**src/rtl/qbio_pkg.sv**
```systemverilog
package qbio_pkg;

  typedef enum logic [1:0] {
    QB_WR_BYTE = 2'd0,
    QB_WR_SET  = 2'd1,
    QB_WR_CLR  = 2'd2,
    QB_WR_NOP  = 2'd3
  } qb_wr_op_e;

endpackage

```
**src/rtl/qbio_sync.sv**
```systemverilog
module qbio_sync #(
  parameter int WIDTH  = 8,
  parameter int STAGES = 2
) (
  input  logic             clk,
  input  logic             rst_n,
  input  logic [WIDTH-1:0] async_in,
  output logic [WIDTH-1:0] sync_out
);

  localparam logic [WIDTH-1:0] IDLE_LVL = {WIDTH{1'b1}};

  logic [WIDTH-1:0] stage_q [STAGES];

  always_ff @(posedge clk) begin
    if (!rst_n) begin
      for (int s = 0; s < STAGES; s++) stage_q[s] <= IDLE_LVL;
    end else begin
      stage_q[0] <= async_in;
      for (int s = 1; s < STAGES; s++) stage_q[s] <= stage_q[s-1];
    end
  end

  assign sync_out = stage_q[STAGES-1];

endmodule

```
**src/rtl/qbio_latch.sv**
```systemverilog
module qbio_latch
  import qbio_pkg::*;
#(
  parameter int WIDTH = 8,
  parameter int IDX_W = 3
) (
  input  logic             clk,
  input  logic             rst_n,
  input  logic             wr_en,
  input  qb_wr_op_e        wr_op,
  input  logic [WIDTH-1:0] wr_data,
  input  logic [IDX_W-1:0] wr_idx,
  output logic [WIDTH-1:0] latch_q
);

  localparam logic [WIDTH-1:0] RESET_VAL = {WIDTH{1'b1}};
  localparam logic [WIDTH-1:0] ONE_HOT0  = {{(WIDTH-1){1'b0}}, 1'b1};

  function automatic logic [WIDTH-1:0] bit_mask(input logic [IDX_W-1:0] idx);
    return ONE_HOT0 << idx;
  endfunction

  function automatic logic [WIDTH-1:0] next_latch(
    input logic [WIDTH-1:0] cur,
    input qb_wr_op_e        op,
    input logic [WIDTH-1:0] data,
    input logic [IDX_W-1:0] idx
  );
    case (op)
      QB_WR_BYTE: return data;
      QB_WR_SET:  return cur | bit_mask(idx);
      QB_WR_CLR:  return cur & ~bit_mask(idx);
      default:    return cur;
    endcase
  endfunction

  logic             wr_fire;
  logic             bit_wr;
  logic [WIDTH-1:0] latch_d;

  assign wr_fire = wr_en && (wr_op != QB_WR_NOP);
  assign bit_wr  = wr_en && ((wr_op == QB_WR_SET) || (wr_op == QB_WR_CLR));
  assign latch_d = next_latch(latch_q, wr_op, wr_data, wr_idx);

  always_ff @(posedge clk) begin
    if (!rst_n)       latch_q <= RESET_VAL;
    else if (wr_fire) latch_q <= latch_d;
  end

  assert_byte_load_R2: assert property (@(posedge clk) disable iff (!rst_n)
    (wr_en && wr_op == QB_WR_BYTE) |=> (latch_q == $past(wr_data)));

  assert_bit_isolated_R3: assert property (@(posedge clk) disable iff (!rst_n)
    bit_wr |=> (((latch_q ^ $past(latch_q)) & ~bit_mask($past(wr_idx))) == '0));

  assert_set_lands_R3: assert property (@(posedge clk) disable iff (!rst_n)
    (wr_en && wr_op == QB_WR_SET) |=> ((latch_q & bit_mask($past(wr_idx))) == bit_mask($past(wr_idx))));

  assert_idle_hold_R4: assert property (@(posedge clk) disable iff (!rst_n)
    !wr_fire |=> $stable(latch_q));

endmodule

```
**src/rtl/qbio_pad_ctrl.sv**
```systemverilog
module qbio_pad_ctrl #(
  parameter int WIDTH = 8
) (
  input  logic [WIDTH-1:0] latch_q,
  input  logic [WIDTH-1:0] pin_sync,
  output logic [WIDTH-1:0] pd_en,
  output logic [WIDTH-1:0] pu_strong_en,
  output logic [WIDTH-1:0] pu_weak_en
);

  function automatic logic [2:0] pin_drive(input logic lat, input logic seen_hi);
    // {pull-down, strong pull-up, weak pull-up}
    return lat ? {1'b0, seen_hi, 1'b1} : 3'b100;
  endfunction

  for (genvar i = 0; i < WIDTH; i++) begin : g_pin
    logic [2:0] drv;
    assign drv             = pin_drive(latch_q[i], pin_sync[i]);
    assign pd_en[i]        = drv[2];
    assign pu_strong_en[i] = drv[1];
    assign pu_weak_en[i]   = drv[0];
  end

endmodule

```
**src/rtl/qbio_rdpath.sv**
```systemverilog
module qbio_rdpath #(
  parameter int WIDTH = 8
) (
  input  logic             clk,
  input  logic             rst_n,
  input  logic             rd_en,
  input  logic             rd_rmw,
  input  logic [WIDTH-1:0] latch_q,
  input  logic [WIDTH-1:0] pin_sync,
  output logic [WIDTH-1:0] rd_data
);

  function automatic logic [WIDTH-1:0] pin_view(
    input logic [WIDTH-1:0] lat,
    input logic [WIDTH-1:0] pin
  );
    return lat & pin;
  endfunction

  logic [WIDTH-1:0] rd_sel;
  assign rd_sel = rd_rmw ? latch_q : pin_view(latch_q, pin_sync);

  always_ff @(posedge clk) begin
    if (!rst_n)     rd_data <= '0;
    else if (rd_en) rd_data <= rd_sel;
  end

  assert_rmw_latch_R7: assert property (@(posedge clk) disable iff (!rst_n)
    (rd_en && rd_rmw) |=> (rd_data == $past(latch_q)));

  assert_pin_masked_R8: assert property (@(posedge clk) disable iff (!rst_n)
    (rd_en && !rd_rmw) |=> ((rd_data & ~$past(latch_q)) == '0));

  assert_hold_R10: assert property (@(posedge clk) disable iff (!rst_n)
    !rd_en |=> $stable(rd_data));

endmodule

```
**src/rtl/qbio_port.sv**
```systemverilog
module qbio_port
  import qbio_pkg::*;
#(
  parameter int WIDTH       = 8,
  parameter int SYNC_STAGES = 2,
  localparam int IDX_W      = (WIDTH > 1) ? $clog2(WIDTH) : 1
) (
  input  logic             clk,
  input  logic             rst_n,
  input  logic             wr_en,
  input  logic [1:0]       wr_op,
  input  logic [WIDTH-1:0] wr_data,
  input  logic [IDX_W-1:0] wr_idx,
  input  logic             rd_en,
  input  logic             rd_rmw,
  output logic [WIDTH-1:0] rd_data,
  input  logic [WIDTH-1:0] pad_in,
  output logic [WIDTH-1:0] pad_pd_en,
  output logic [WIDTH-1:0] pad_pu_strong_en,
  output logic [WIDTH-1:0] pad_pu_weak_en
);

  logic [WIDTH-1:0] latch_q;
  logic [WIDTH-1:0] pin_sync;
  qb_wr_op_e        wr_op_e;

  assign wr_op_e = qb_wr_op_e'(wr_op);

  qbio_sync #(.WIDTH(WIDTH), .STAGES(SYNC_STAGES)) u_sync (
    .clk      (clk),
    .rst_n    (rst_n),
    .async_in (pad_in),
    .sync_out (pin_sync)
  );

  qbio_latch #(.WIDTH(WIDTH), .IDX_W(IDX_W)) u_latch (
    .clk     (clk),
    .rst_n   (rst_n),
    .wr_en   (wr_en),
    .wr_op   (wr_op_e),
    .wr_data (wr_data),
    .wr_idx  (wr_idx),
    .latch_q (latch_q)
  );

  qbio_pad_ctrl #(.WIDTH(WIDTH)) u_pad (
    .latch_q      (latch_q),
    .pin_sync     (pin_sync),
    .pd_en        (pad_pd_en),
    .pu_strong_en (pad_pu_strong_en),
    .pu_weak_en   (pad_pu_weak_en)
  );

  qbio_rdpath #(.WIDTH(WIDTH)) u_rd (
    .clk      (clk),
    .rst_n    (rst_n),
    .rd_en    (rd_en),
    .rd_rmw   (rd_rmw),
    .latch_q  (latch_q),
    .pin_sync (pin_sync),
    .rd_data  (rd_data)
  );

  assert_pd_exclusive_R5: assert property (@(posedge clk) disable iff (!rst_n)
    ((pad_pd_en & (pad_pu_strong_en | pad_pu_weak_en)) == '0));

  assert_strong_needs_high_R6: assert property (@(posedge clk) disable iff (!rst_n)
    ((pad_pu_strong_en & ~pin_sync) == '0));

  assert_weak_tracks_latch_R5: assert property (@(posedge clk) disable iff (!rst_n)
    (pad_pu_weak_en == latch_q));

endmodule

```
**config.mk**
```make
export PLATFORM = sky130hd
export DESIGN_NAME = qbio_port
export DESIGN_NICKNAME = d
export VERILOG_FILES = /design/src/rtl/qbio_pkg.sv /design/src/rtl/qbio_sync.sv /design/src/rtl/qbio_latch.sv /design/src/rtl/qbio_pad_ctrl.sv /design/src/rtl/qbio_rdpath.sv /design/src/rtl/qbio_port.sv
export SDC_FILE = /design/constraint.sdc
export NUM_CORES = 1
export LEC_CHECK = 0
export ABC_CLOCK_PERIOD_IN_PS = 1980
export BUFFER_PORTS_ARGS = -buffer_cell sky130_fd_sc_hd__buf_4
export CAP_MARGIN = 10
export CORE_MARGIN = 1.5
export CORE_UTILIZATION = 40
export CTS_CLUSTER_DIAMETER = 100
export CTS_CLUSTER_SIZE = 25
export DETAILED_ROUTE_END_ITERATION = 12
export HOLD_SLACK_MARGIN = 0.1
export MAX_ROUTING_LAYER = met4
export PLACE_DENSITY = 0.68
export SLEW_MARGIN = 20
export SYNTH_ARGS = -nofsm -noshare
export SYNTH_HDL_FRONTEND = slang
export SYNTH_SLANG_ARGS = --single-unit
```
**constraint.sdc**
```tcl
create_clock -name clk -period 1.98 [get_ports clk]
set_input_delay 0.099 -clock clk [delete_from_list [all_inputs] [get_ports clk]]
set_output_delay 0.099 -clock clk [all_outputs]
set_load 0.1 [all_outputs]
```
* Word-level counts from Yosys, hierarchy flattened
Memory sizes are Yosys's and may differ from the RTL's. Index checks and enable logic that the tools add are counted.
Operators by class: bitwise operators 6, reduce and logical (&&, ||, !) cells 4, equality and inequality tests 3, mux-type cells 14, shift-type cells 1
Operator list (number):
- $mux 3 | 8
- $mux 8 | 3
- $pmux 8 s3 | 1
- $and 8x8->8 | 2
- $not 8->8 | 1
- $or 8x8->8 | 1
- $shl 1x3->8 const A | 1
- $reduce_bool 3->1 | 1
- $eq 2x1->1 const B | 1
- $eq 2x2->1 const B | 1
- $logic_not 2->1 | 1
- $mux 1 | 2
- $ne 2x2->1 const B | 1
- $or 1x1->1 | 2
- $reduce_and 2->1 | 1
- $logic_and 1x1->1 | 1
Storage, ports and cells: memories kept 1, bits in registers 16, RAM bits 16, input port bits 26
Memories:
- u_sync.stage_q | depth 2, width 8, read ports 2, clocked after Yosys merged registers in 0, wr ports 2, line qbio_sync.sv:13 | logic [WIDTH-1:0] stage_q [STAGES];

* Logic depth before layout (Yosys ltp)
Gate-level depths: netlist (run 1).
depth after elaboration 4, depth in mapped cells 6

* By module
From an unflattened synthesis (run 1), not the netlist that was laid out.
Unflattened totals: cells, all modules 167, area total of the unflattened synthesis 1554.0 µm²
By module, submodules not included:
- qbio_latch | times used 1, cells an instance 68, sequential area each 160.2 µm², area each 575.6 µm²
- qbio_sync | times used 1, cells an instance 41, sequential area each 320.3 µm², area each 491.7 µm²
- qbio_rdpath | times used 1, cells an instance 34, sequential area each 160.2 µm², area each 346.6 µm²
- qbio_pad_ctrl | times used 1, cells an instance 24, sequential area each 0.0 µm², area each 140.1 µm²

* Worst setup path after synthesis (run 1)
No wires, ideal clock.
path type flip-flop to output port, start reg u_latch.latch_q[7], end out pad_pu_strong_en[7], arrival time 1.864 ns, slack 0.017 ns, cell stages (with the launch flop) 2, required time 1.881 ns, cells stage by stage dfxtp_1 and2_1
On the way: longest elaborated chain between the ends 1
Ends and longest elaborated chain:
- start: declaration | line qbio_latch.sv:13 | output logic [WIDTH-1:0] latch_q
- start signal: assignment | line qbio_latch.sv:47 | else if (wr_fire) latch_q <= latch_d;
- $mux 3 | line qbio_pad_ctrl.sv:13 | return lat ? {1'b0, seen_hi, 1'b1} : 3'b100;
- end: declaration | line qbio_port.sv:19 | output logic [WIDTH-1:0] pad_pu_strong_en,
Every way passes these cells.

* Worst setup path after layout (run 1)
start in wr_op[0], end reg u_latch.latch_q[1]
On the way: longest elaborated chain between the ends 3, elaborated cells between the ends (all ways) 8, those cells by class eq/ne (3); mux (1); reduce/logical (4)
Ends and longest elaborated chain:
- start: declaration | line qbio_port.sv:11 | input logic [1:0] wr_op,
- $eq 2x2->1 (tied with other cells)
- $reduce_bool 3->1 (no line) / $logic_and 1x1->1 (equally long branches)
- $reduce_and 2->1 (no line)
Parallel ways exist; a longest one is shown, timed or not. A chain may end at the register's enable or synchronous reset.

==> results of run 1 <==
## sequential cells by signal, indices dropped and copies added (netlist names)
name / cells
u_sync.stage_q: 16
u_latch.latch_q: 8
u_rd.rd_data: 8
## through the flow
step | total power [W] | cell area, um^2 | util [%] | setup slack (ns)
final | 0.00208 | 2070 | 60.3 | 0.682
after global routing | 0.00218 | 2070 | 60.3 | 0.627
after CTS | 0.00211 | 2070 | 60.3 | 0.681
after detailed placement | 0.00159 | 1900 | 55.3 | 0.395
after global placement | 0.00158 | 1900 | 55.3 | 0.427
after floorplan | 0.00141 | 1480 | - | 0.0172
## power by group through the flow
stage               clock [W]  combinational, W  sequential [W]
floorplan                   0          0.000434        0.000972
global placement            0          0.000831        0.000748
detailed placement          0          0.000838        0.000750
CTS                  0.000521          0.000852        0.000736
global route         0.000555          0.000879        0.000745
finish               0.000501          0.000848        0.000735
## cells in the final DEF (no fill, tap or decap)
cell type,netlist,routed
buf_4,1,58
dfxtp_1,32,32
nand2b_1,24,24
inv_1,10,10
and2_1,8,8
o211ai_1,8,8
a21boi_0,8,8
nor3b_1,8,8
nor2_1,8,8
a21oi_1,8,8
dlygate4sd3_1,0,8
and3b_1,7,7
clkbuf_8,3,6
o41ai_1,5,5
nand3b_1,3,3
or3b_1,3,3
o41ai_2,3,3
ha_1,3,3
clkinv_2,0,2
and2b_2,1,1
or4b_1,1,1
and3b_2,1,1
or3_1,1,1
nand3_1,1,1
## worst max-delay path, stage by stage
cell     delay [ns]
buf_4          0.10
inv_1          0.04
ha_1           0.29
or4b_1         0.63
a21oi_1        0.23
o41ai_2        0.07
## repair_timing
action,CTS,global route
setup buffers,0,0
hold buffers,8,0
endpoints found under the hold margin,8,0
## layout make-up
cell class | count | area, um^2
Multi-Input combinational cell | 101 | 731
Fill cell | 303 | 1370
Clock buffer | 6 | 82.6
Clock inverter | 2 | 10.0
Inverter | 10 | 37.5
Tap cell | 46 | 57.6
Sequential cell | 32 | 641
Timing Repair Buffer | 66 | 515
## cells by family (layout without fill, tap and decap cells)
| group | after synthesis | after routing | synth area share, % |
|---|---|---|---|
| AOI/OAI and AO/OA | 32 | 32 | 17.0 |
| and+or+nand+nor | 66 | 66 | 29.7 |
| DFF | 32 | 32 | 43.2 |
| buffers and inverters | 19 | 84 | 7.51 |
| adders and majority gates | 3 | 3 | 2.53 |
## path summary, 6_finish.rpt
kind	from	to	slack, ns
min reg2reg	u_sync.stage_q[0][7]$_SDFF_PN1_	u_sync.stage_q[0][15]$_SDFF_PN1_	0.41
max	wr_op[0]	u_latch.latch_q[1]$_SDFFE_PN1P_	0.68
min	rst_n	u_latch.latch_q[4]$_SDFFE_PN1P_	0.16
max reg2reg	u_latch.latch_q[3]$_SDFFE_PN1P_	u_latch.latch_q[3]$_SDFFE_PN1P_	1.02
## per-layer routing
| layer | vias to the layer above | track usage [%] | wire [um] |
|---|---|---|---|
| met5 | - | - | 0 |
| met4 | 0 | 6.52 | 34 |
| met3 | 4 | 6.34 | 167 |
| met2 | 33 | 31.4 | 1720 |
| met1 | 599 | 20.0 | 1450 |
| li1 | 650 | - | - |
==> impl_metrics.csv, run 1 <==
group,metric,value,unit
yosys,synth_most_common_cell,"dfxtp_1",
grt,antenna_found_initial,0,
grt,grt_max_degree,33,
die,num_io_pins,58,
sta,setup_viol,0,
die,core,3440,um^2
placement,dpl.hpwl,2380,um
yosys,synth_area_leader_cell,"dfxtp_1",
run,cap_violations,0,
sta,worst_pin_slew,0.321,ns
drt,via_per_inst,4.89,
cts,clockBufferDepth,2,
sta,fin_crit,1.30,ns
yosys,synth_edf_count,0,
sta,fin_crit_sh,65.6,%
yosys,synth_nets,181,
power_and_ir_drop,p_per_area,1000,nW/um^2
grt,grt_usage,18.5,%
yosys,ys_async_sr_fraction,0,%
cells_and_area,diodes,0,
grt,overflow,0,
critical_path,critPathLaunchType,"input port",
drt,routedWlPerCell,12.8,um
yosys,yosysWarnings,0,
power_and_ir_drop,seqPwrFrac,35.3,%
yosys,synthCells,152,
drt,vias,1286,
sta,hold_slack,0.156,ns
sta,finalSetupTns,0,ns
drt,firstDrtPassIters,4,
cts,clock_latency,0.28,ns
yosys,synth-seq-area-share,43.2,%
cts,clock-sinks,32,
cells_and_area,fin_nets,245,
placement,placedCellCount,247,
die,rows,21,
yosys,yosysUniqueCellTypes,24,
cts,cts_tree,"built",
critical_path,critPathKind,"in2reg",
grt,grt_pass1_wl,5660,um
status,status,"completed",
cts,path_clk_slew,0.06,ns
yosys,postSynthAreaPerCell,9.75,um^2
sta,grt_setup_unrepaired,"no",
sta,slew_violations,0,
die,die_area,4080,um^2
cells_and_area,fin_cells,263,
placement,io_buffers,57,
power_and_ir_drop,sw_frac_of_total,43.7,%
sta,maxSlewHeadroom,78.6,%
sta,fin_skew,0.00164,ns
cells_and_area,drive_gt1_share,32.7,%
drt,ant_nets,0,
yosys,synth_area,1480,um^2
cells_and_area,area_growth,39.9,%
cts,root_buffer,"clkbuf_8",
power_and_ir_drop,internal-power,0.00117,W
placement,place.gp.congestion,0.786,
cts,cts_buffers,5,
min_path,hold_path_depth,2,
sta,hold_viol_final,0,
cts,cts_resized,0,
power_and_ir_drop,power.ir.vdd_worst,481,uV
die,die_w,63.9,um
cts,htree_levels,2,
power_and_ir_drop,leakage,0.964,nW
drt,wl,3370,um
die,start_util,43.1,%
sta,fmax,770,MHz
drt,drt_iter0_drc,92,
critical_path,cp.arrival,1.45,ns
min_path,holdCritPathClass,"in2reg",
critical_path,worstPathMaxFanout,8,
yosys,synth_flop_cell,"dfxtp_1",
yosys,synth_area_leaders,"dfxtp_1 43%, nand2b_1 10%, and3b_1 4.1%",
yosys,ys_seq_elements,32,
yosys,ys_top_cells_by_count,"32 x dfxtp_1, 24 x nand2b_1, 10 x inv_1",
power_and_ir_drop,clkPwrFrac,24.0,%
power_and_ir_drop,p_comb_share,40.7,%
drt,drc,0,
critical_path,cp.required,2.13,ns
power_and_ir_drop,netSwitchingPower,0.000911,W
grt,grt_pass1_vias,1309,
critical_path,reg2reg_depth,2,
die,die_h,63.9,um
critical_path,crit_path_end_kind,"flip-flop",
yosys,synth_top_area_share,43.2,%
(Power assumes the default switching activity.)
==> run 2: changes to the inputs <==
--- a/config.mk
+++ b/config.mk
@@ -5,7 +5,7 @@
 export SDC_FILE = /design/constraint.sdc
 export NUM_CORES = 1
 export LEC_CHECK = 0
-export ABC_CLOCK_PERIOD_IN_PS = 1980
+export ABC_CLOCK_PERIOD_IN_PS = 1350
 export BUFFER_PORTS_ARGS = -buffer_cell sky130_fd_sc_hd__buf_4
 export CAP_MARGIN = 10
 export CORE_MARGIN = 1.5
==> constraint.sdc (replaced) <==
create_clock -name clk -period 1.35 [get_ports clk]
set_input_delay 0.0675 -clock clk [delete_from_list [all_inputs] [get_ports clk]]
set_output_delay 0.0675 -clock clk [all_outputs]
set_load 0.1 [all_outputs]
==> impl_metrics.csv, run 2 (synthesis results as in run 1) <==
group,metric,value,unit
placement,place.gp.congestion,0.748,
cells_and_area,num-fill-cells,296,
critical_path,worstPathMaxFanout,8,
cts,cts_resized,0,
die,die_h,63.9,um
cells_and_area,diodes,0,
cts,htree_levels,2,
cts,clock-sinks,32,
sta,worst_pin_slew,0.318,ns
cells_and_area,final_cell_mix,"58 x buf_4, 24 x nand2b_1, 24 x dfxtp_1, 10 x inv_1",
power_and_ir_drop,p_comb_share,40.4,%
grt,antenna_found_initial,0,
critical_path,crit_path_cell_trace,"buf_4 > inv_1 > ha_4 > or4b_1 > a21oi_1 > o41ai_2",
die,rows,21,
cells_and_area,top_register,"u_sync.stage_q",
drt,wl,3370,um
cts,cts_tree,"built",
cts,cts_buffers,5,
critical_path,cp_slowest_stage_delay,0.62,ns
cts,clockBufferDepth,2,
critical_path,r2r_slack,0.43,ns
drt,ant_nets,0,
grt,grt_pass1_wl,5710,um
placement,dpl.hpwl,2360,um
sta,slew_violations,0,
sta,setup_viol,0,
placement,post-place-ws,-0.191,ns
min_path,holdCritPathClass,"in2reg",
power_and_ir_drop,internal-power,0.00179,W
cells_and_area,largest_reg_flops,16,
sta,maxSlewHeadroom,78.8,%
sta,grt_setup_unrepaired,"no",
cells_and_area,final_common_cell,"buf_4",
critical_path,cp.required,1.49,ns
critical_path,cp_slowest_cell,"or4b_1",
drt,via_per_inst,4.98,
drt,routedWlPerCell,12.9,um
grt,grt_usage,18.5,%
sta,fin_crit_sh,92.6,%
drt,drt_iter0_drc,47,
critical_path,critPathLaunchType,"input port",
grt,grt_max_degree,33,
sta,fin_crit,1.25,ns
power_and_ir_drop,power,0.00311,W
power_and_ir_drop,clkPwrFrac,24.8,%
sta,hold_viol_final,0,
sta,fmax,800,MHz
sta,fin_ws,0.100,ns
power_and_ir_drop,leakage,0.965,nW
power_and_ir_drop,netSwitchingPower,0.00133,W
run,cap_violations,0,
cts,root_buffer,"clkbuf_8",
drt,firstDrtPassIters,4,
cts,path_clk_slew,0.06,ns
critical_path,cp_top_family,"simple AND/OR/NAND/NOR gates",
cells_and_area,top_regs,"u_sync.stage_q x16, u_latch.latch_q x8, u_rd.rd_data x8",
cells_and_area,fin_nets,245,
status,status,"completed",
drt,drc,0,
power_and_ir_drop,sw_frac_of_total,42.6,%
sta,hold_slack,0.118,ns
die,start_util,43.1,%
grt,grt_pass1_vias,1324,
cts,post_cts_buffers,0,
power_and_ir_drop,power.ir.vdd_worst,753,uV
grt,overflow,0,
sta,fin_skew,0.00307,ns
die,num_io_pins,58,
die,die_w,63.9,um
die,die_area,4080,um^2
critical_path,crit_path_end_kind,"flip-flop",
critical_path,critPathKind,"in2reg",
cells_and_area,drive_gt1_share,40.3,%
critical_path,cp.arrival,1.39,ns
critical_path,path_buf_inv,2,
drt,vias,1305,
die,core,3440,um^2
power_and_ir_drop,p_per_area,1470,nW/um^2
power_and_ir_drop,seqPwrFrac,34.8,%
cells_and_area,area_growth,42.4,%
cts,clock_latency,0.28,ns
placement,io_buffers,57,
[run 2: area by class of cell]
type,instances,area [um^2],share of cell area (%)
Timing Repair Buffer,66,515,24.4
Sequential cell,32,651,30.8
Multi-Input combinational cell,101,753,35.7
Tap cell,46,57.6,2.73
Clock buffer,7,96.3,4.56
Inverter,10,37.5,1.78
[run 2: what timing repair did]
action,4_1_cts,5_1_grt
setup endpoints to repair,0,0
hold endpoints to repair,8,0
hold buffers,8,0
[run 2: power by group through the flow]
stage / Combinational [W] / Sequential, W / Clock (W)
after global placement: 0.00123 / 0.00110 / 0
after detailed placement: 0.00124 / 0.00111 / 0
after global routing: 0.00130 / 0.00110 / 0.000828
after floorplan: 0.000647 / 0.00143 / 0
final: 0.00126 / 0.00108 / 0.000771
after CTS: 0.00126 / 0.00109 / 0.000793
[run 2: path summary, 6_finish.rpt]
check,cells past startpoint,startpoint,endpoint
worst min-delay path,2,rst_n,u_latch.latch_q[2]$_SDFFE_PN1P_
worst min register to register,1,u_sync.stage_q[0][1]$_SDFF_PN1_,u_sync.stage_q[0][9]$_SDFF_PN1_
worst max register to register,2,u_latch.latch_q[7]$_SDFFE_PN1P_,u_latch.latch_q[7]$_SDFFE_PN1P_
worst max-delay path,6,wr_op[0],u_latch.latch_q[1]$_SDFFE_PN1P_
[run 2: worst reg2reg max path, delay by kind of cell (launching register included)]
kind / cells / cell delay, ns
compound gates: 1 / 0.36
flops: 1 / 0.38
simple gates: 1 / 0.07
[run 2: layer usage]
layer  routed length (um)  vias up  global-route usage [%]  share of wire [%]
li1                     -      651                       -                  -
met1                 1400      608                    18.0                 41
met2                 1760       39                    33.9                 52
met3                  158        7                    6.51                4.7
met4                   54        0                    6.25                1.6
met5                    0        -                       -                  0
[run 2: per-stage QoR]
| stage | utilization (%) | setup TNS, ns | cells | area (um^2) |
|---|---|---|---|---|
| 2_1_floorplan | - | 0 | 152 | 1520 |
| 4_1_cts | 61.3 | 0 | 262 | 2110 |
| 6_report | 61.3 | 0 | 262 | 2110 |
| 3_5_place_dp | 56.2 | -1.27 | 247 | 1930 |
| 3_3_place_gp | 56.2 | -1.19 | 247 | 1930 |
| 5_1_grt | 61.3 | 0 | 262 | 2110 |
==> run 3: changes to the inputs <==
--- a/config.mk
+++ b/config.mk
@@ -15,8 +15,9 @@
 export DETAILED_ROUTE_END_ITERATION = 12
 export HOLD_SLACK_MARGIN = 0.1
 export MAX_ROUTING_LAYER = met4
-export PLACE_DENSITY = 0.68
-export SLEW_MARGIN = 20
+export PLACE_DENSITY = 0.69
+export SETUP_SLACK_MARGIN = 0.2
+export SLEW_MARGIN = 40
 export SYNTH_ARGS = -nofsm -noshare
 export SYNTH_HDL_FRONTEND = slang
 export SYNTH_SLANG_ARGS = --single-unit
==> impl_metrics.csv, run 3 (synthesis results as in run 1) <==
group,metric,value,unit
status,status,"completed",
critical_path,path_common_cell,"buf_8",
power_and_ir_drop,clkPwrFrac,24.7,%
critical_path,crit_path_end_kind,"flip-flop",
sta,grt_setup_unrepaired,"yes",
grt,grt_pass1_wl,5890,um
sta,fin_crit_sh,85.4,%
cells_and_area,regArea,681,um^2
critical_path,reg2reg_from,"u_latch.latch_q[6]$_SDFFE_PN1P_",
sta,worst_pin_slew,0.329,ns
cells_and_area,top_register,"u_sync.stage_q",
cells_and_area,multi_input_area,822,um^2
critical_path,cp_slowest_cell,"or4b_4",
cells_and_area,top_regs,"u_sync.stage_q x16, u_latch.latch_q x8, u_rd.rd_data x8",
sta,maxSlewHeadroom,78.1,%
critical_path,cp_top_family,"simple AND/OR/NAND/NOR gates",
cells_and_area,final_common_cell,"buf_4",
grt,grt_usage,19.0,%
critical_path,reg2reg_depth,2,
cells_and_area,num-fill-cells,294,
critical_path,critPathLaunchType,"input port",
critical_path,path_buf_inv,3,
cts,clock-sinks,32,
cts,clock_latency,0.27,ns
cells_and_area,largest_reg_flops,16,
power_and_ir_drop,power.ir.vdd_worst,902,uV
cts,path_clk_slew,0.06,ns
grt,busiest_layer,"met2",
die,die_w,63.9,um
sta,hold_slack,0.130,ns
placement,post-place-ws,-0.134,ns
critical_path,critPathKind,"in2reg",
min_path,holdCritPathClass,"in2reg",
die,core,3440,um^2
sta,slew_violations,0,
sta,hold_viol_final,0,
cts,post_cts_buffers,0,
drt,wl,3490,um
critical_path,r2r_slack,0.47,ns
cts,clockBufferDepth,2,
critical_path,worst-path-stages,7,
cts,cts_buffers,5,
sta,fin_ws,0.197,ns
power_and_ir_drop,power,0.00322,W
grt,grt_pass1_vias,1291,
cells_and_area,drive_gt1_share,49.5,%
cells_and_area,final_cell_mix,"49 x buf_4, 24 x nand2b_1, 16 x dfxtp_1",
grt,antenna_found_initial,0,
cts,root_buffer,"clkbuf_8",
power_and_ir_drop,leakage,1.02,nW
drt,drt_iter0_drc,40,
drt,drc,0,
drt,vias,1331,
critical_path,cp_slowest_stage_delay,0.52,ns
placement,place.gp.congestion,0.684,
sta,fin_skew,0.00277,ns
critical_path,crit_path_end,"u_latch.latch_q[2]$_SDFFE_PN1P_",
placement,io_buffers,57,
power_and_ir_drop,sw_frac_of_total,42.1,%
critical_path,startpoint,"wr_op[0]",
die,start_util,43.1,%
grt,use_met3,5.99,%
min_path,hold_start,"rst_n",
power_and_ir_drop,p_comb_share,41.5,%
run,cap_violations,0,
die,die_h,63.9,um
critical_path,cp.arrival,1.30,ns
drt,via_per_inst,5.04,
critical_path,crit_path_cell_trace,"buf_8 > inv_4 > ha_4 > or4b_4 > buf_8 > a21oi_2 > o41ai_2",
sta,setup_viol,0,
grt,grt_use_met1,20.6,%
min_path,hold_path_depth,2,
sta,fin_crit,1.15,ns
cells_and_area,area_growth,53.4,%
critical_path,worstPathMaxFanout,8,
power_and_ir_drop,netSwitchingPower,0.00135,W
sta,fmax,867,MHz
cts,htree_levels,2,
power_and_ir_drop,p_per_area,1410,nW/um^2
critical_path,cp.required,1.49,ns
critical_path,worstReg2RegEnd,"u_latch.latch_q[6]$_SDFFE_PN1P_",
grt,grt_max_degree,33,
power_and_ir_drop,seqPwrFrac,33.9,%
grt,use_met2,33.7,%
sta,finalSetupTns,0,ns
die,num_io_pins,58,
grt,overflow,0,
drt,routedWlPerCell,13.2,um
cts,cts_tree,"built",
drt,firstDrtPassIters,4,
cells_and_area,fin_nets,246,
die,die_area,4080,um^2
power_and_ir_drop,internal-power,0.00186,W
placement,dpl.hpwl,2370,um
die,rows,21,
cells_and_area,diodes,0,
drt,ant_nets,0,
-- run 3: changes by cell type in the layout (fill, tap and decap cells not counted), sizes merged --
cell and delta:
buf +1, clkinv +1, clkinvlp +1, inv -1
-- run 3: cell type report --
type                       count  area share (%)
clock inverter                 1           0.220
inverter                      10            1.93
multi-input combinational    101            36.1
sequential                    32            29.9
timing repair buffer          67            25.0
clock buffer                   7            4.29
tap                           46            2.53
-- run 3: worst min path at each step --
stage | to | slack [ns]
finish | u_latch.latch_q[1]$_SDFFE_PN1P_ | 0.13
global route | u_latch.latch_q[1]$_SDFFE_PN1P_ | 0.13
CTS | u_latch.latch_q[1]$_SDFFE_PN1P_ | 0.12
detailed placement | u_sync.stage_q[0][0]$_SDFF_PN1_ | 0.25
global placement | u_sync.stage_q[0][1]$_SDFF_PN1_ | 0.25
floorplan | u_sync.stage_q[0][15]$_SDFF_PN1_ | 0.14
-- run 3: through the flow --
| step | instances | instance area (um^2) | util (%) |
|---|---|---|---|
| after floorplan | 152 | 1580 | - |
| final | 264 | 2270 | 66.1 |
| after global placement | 248 | 2000 | 58.2 |
| after global routing | 264 | 2270 | 66.1 |
| after CTS | 264 | 2210 | 64.3 |
| after detailed placement | 248 | 2000 | 58.2 |
-- run 3: metal layers --
| metal | vias to the layer above | wire length, um | share of wire [%] |
|---|---|---|---|
| met4 | 0 | 22 | 0.63 |
| met5 | - | 0 | 0 |
| met3 | 2 | 147 | 4.2 |
| met1 | 641 | 1470 | 42 |
| met2 | 37 | 1860 | 53 |
| li1 | 651 | - | - |
-- run 3: power by group through the flow --
stage	Sequential (W)	Clock [W]	Combinational, W
after floorplan	0.00144	0	0.000673
after global placement	0.00111	0	0.00126
after detailed placement	0.00111	0	0.00127
after CTS	0.00109	0.000824	0.00131
after global routing	0.00110	0.000874	0.00138
final	0.00109	0.000793	0.00133
-- run 3: what timing repair did --
item	4_1_cts	5_1_grt
hold endpoints to repair	8	0
gates cloned	0	0
hold buffers	8	0
pin swaps	1	4
resized for setup	8	12
endpoints found under the setup margin	10	12
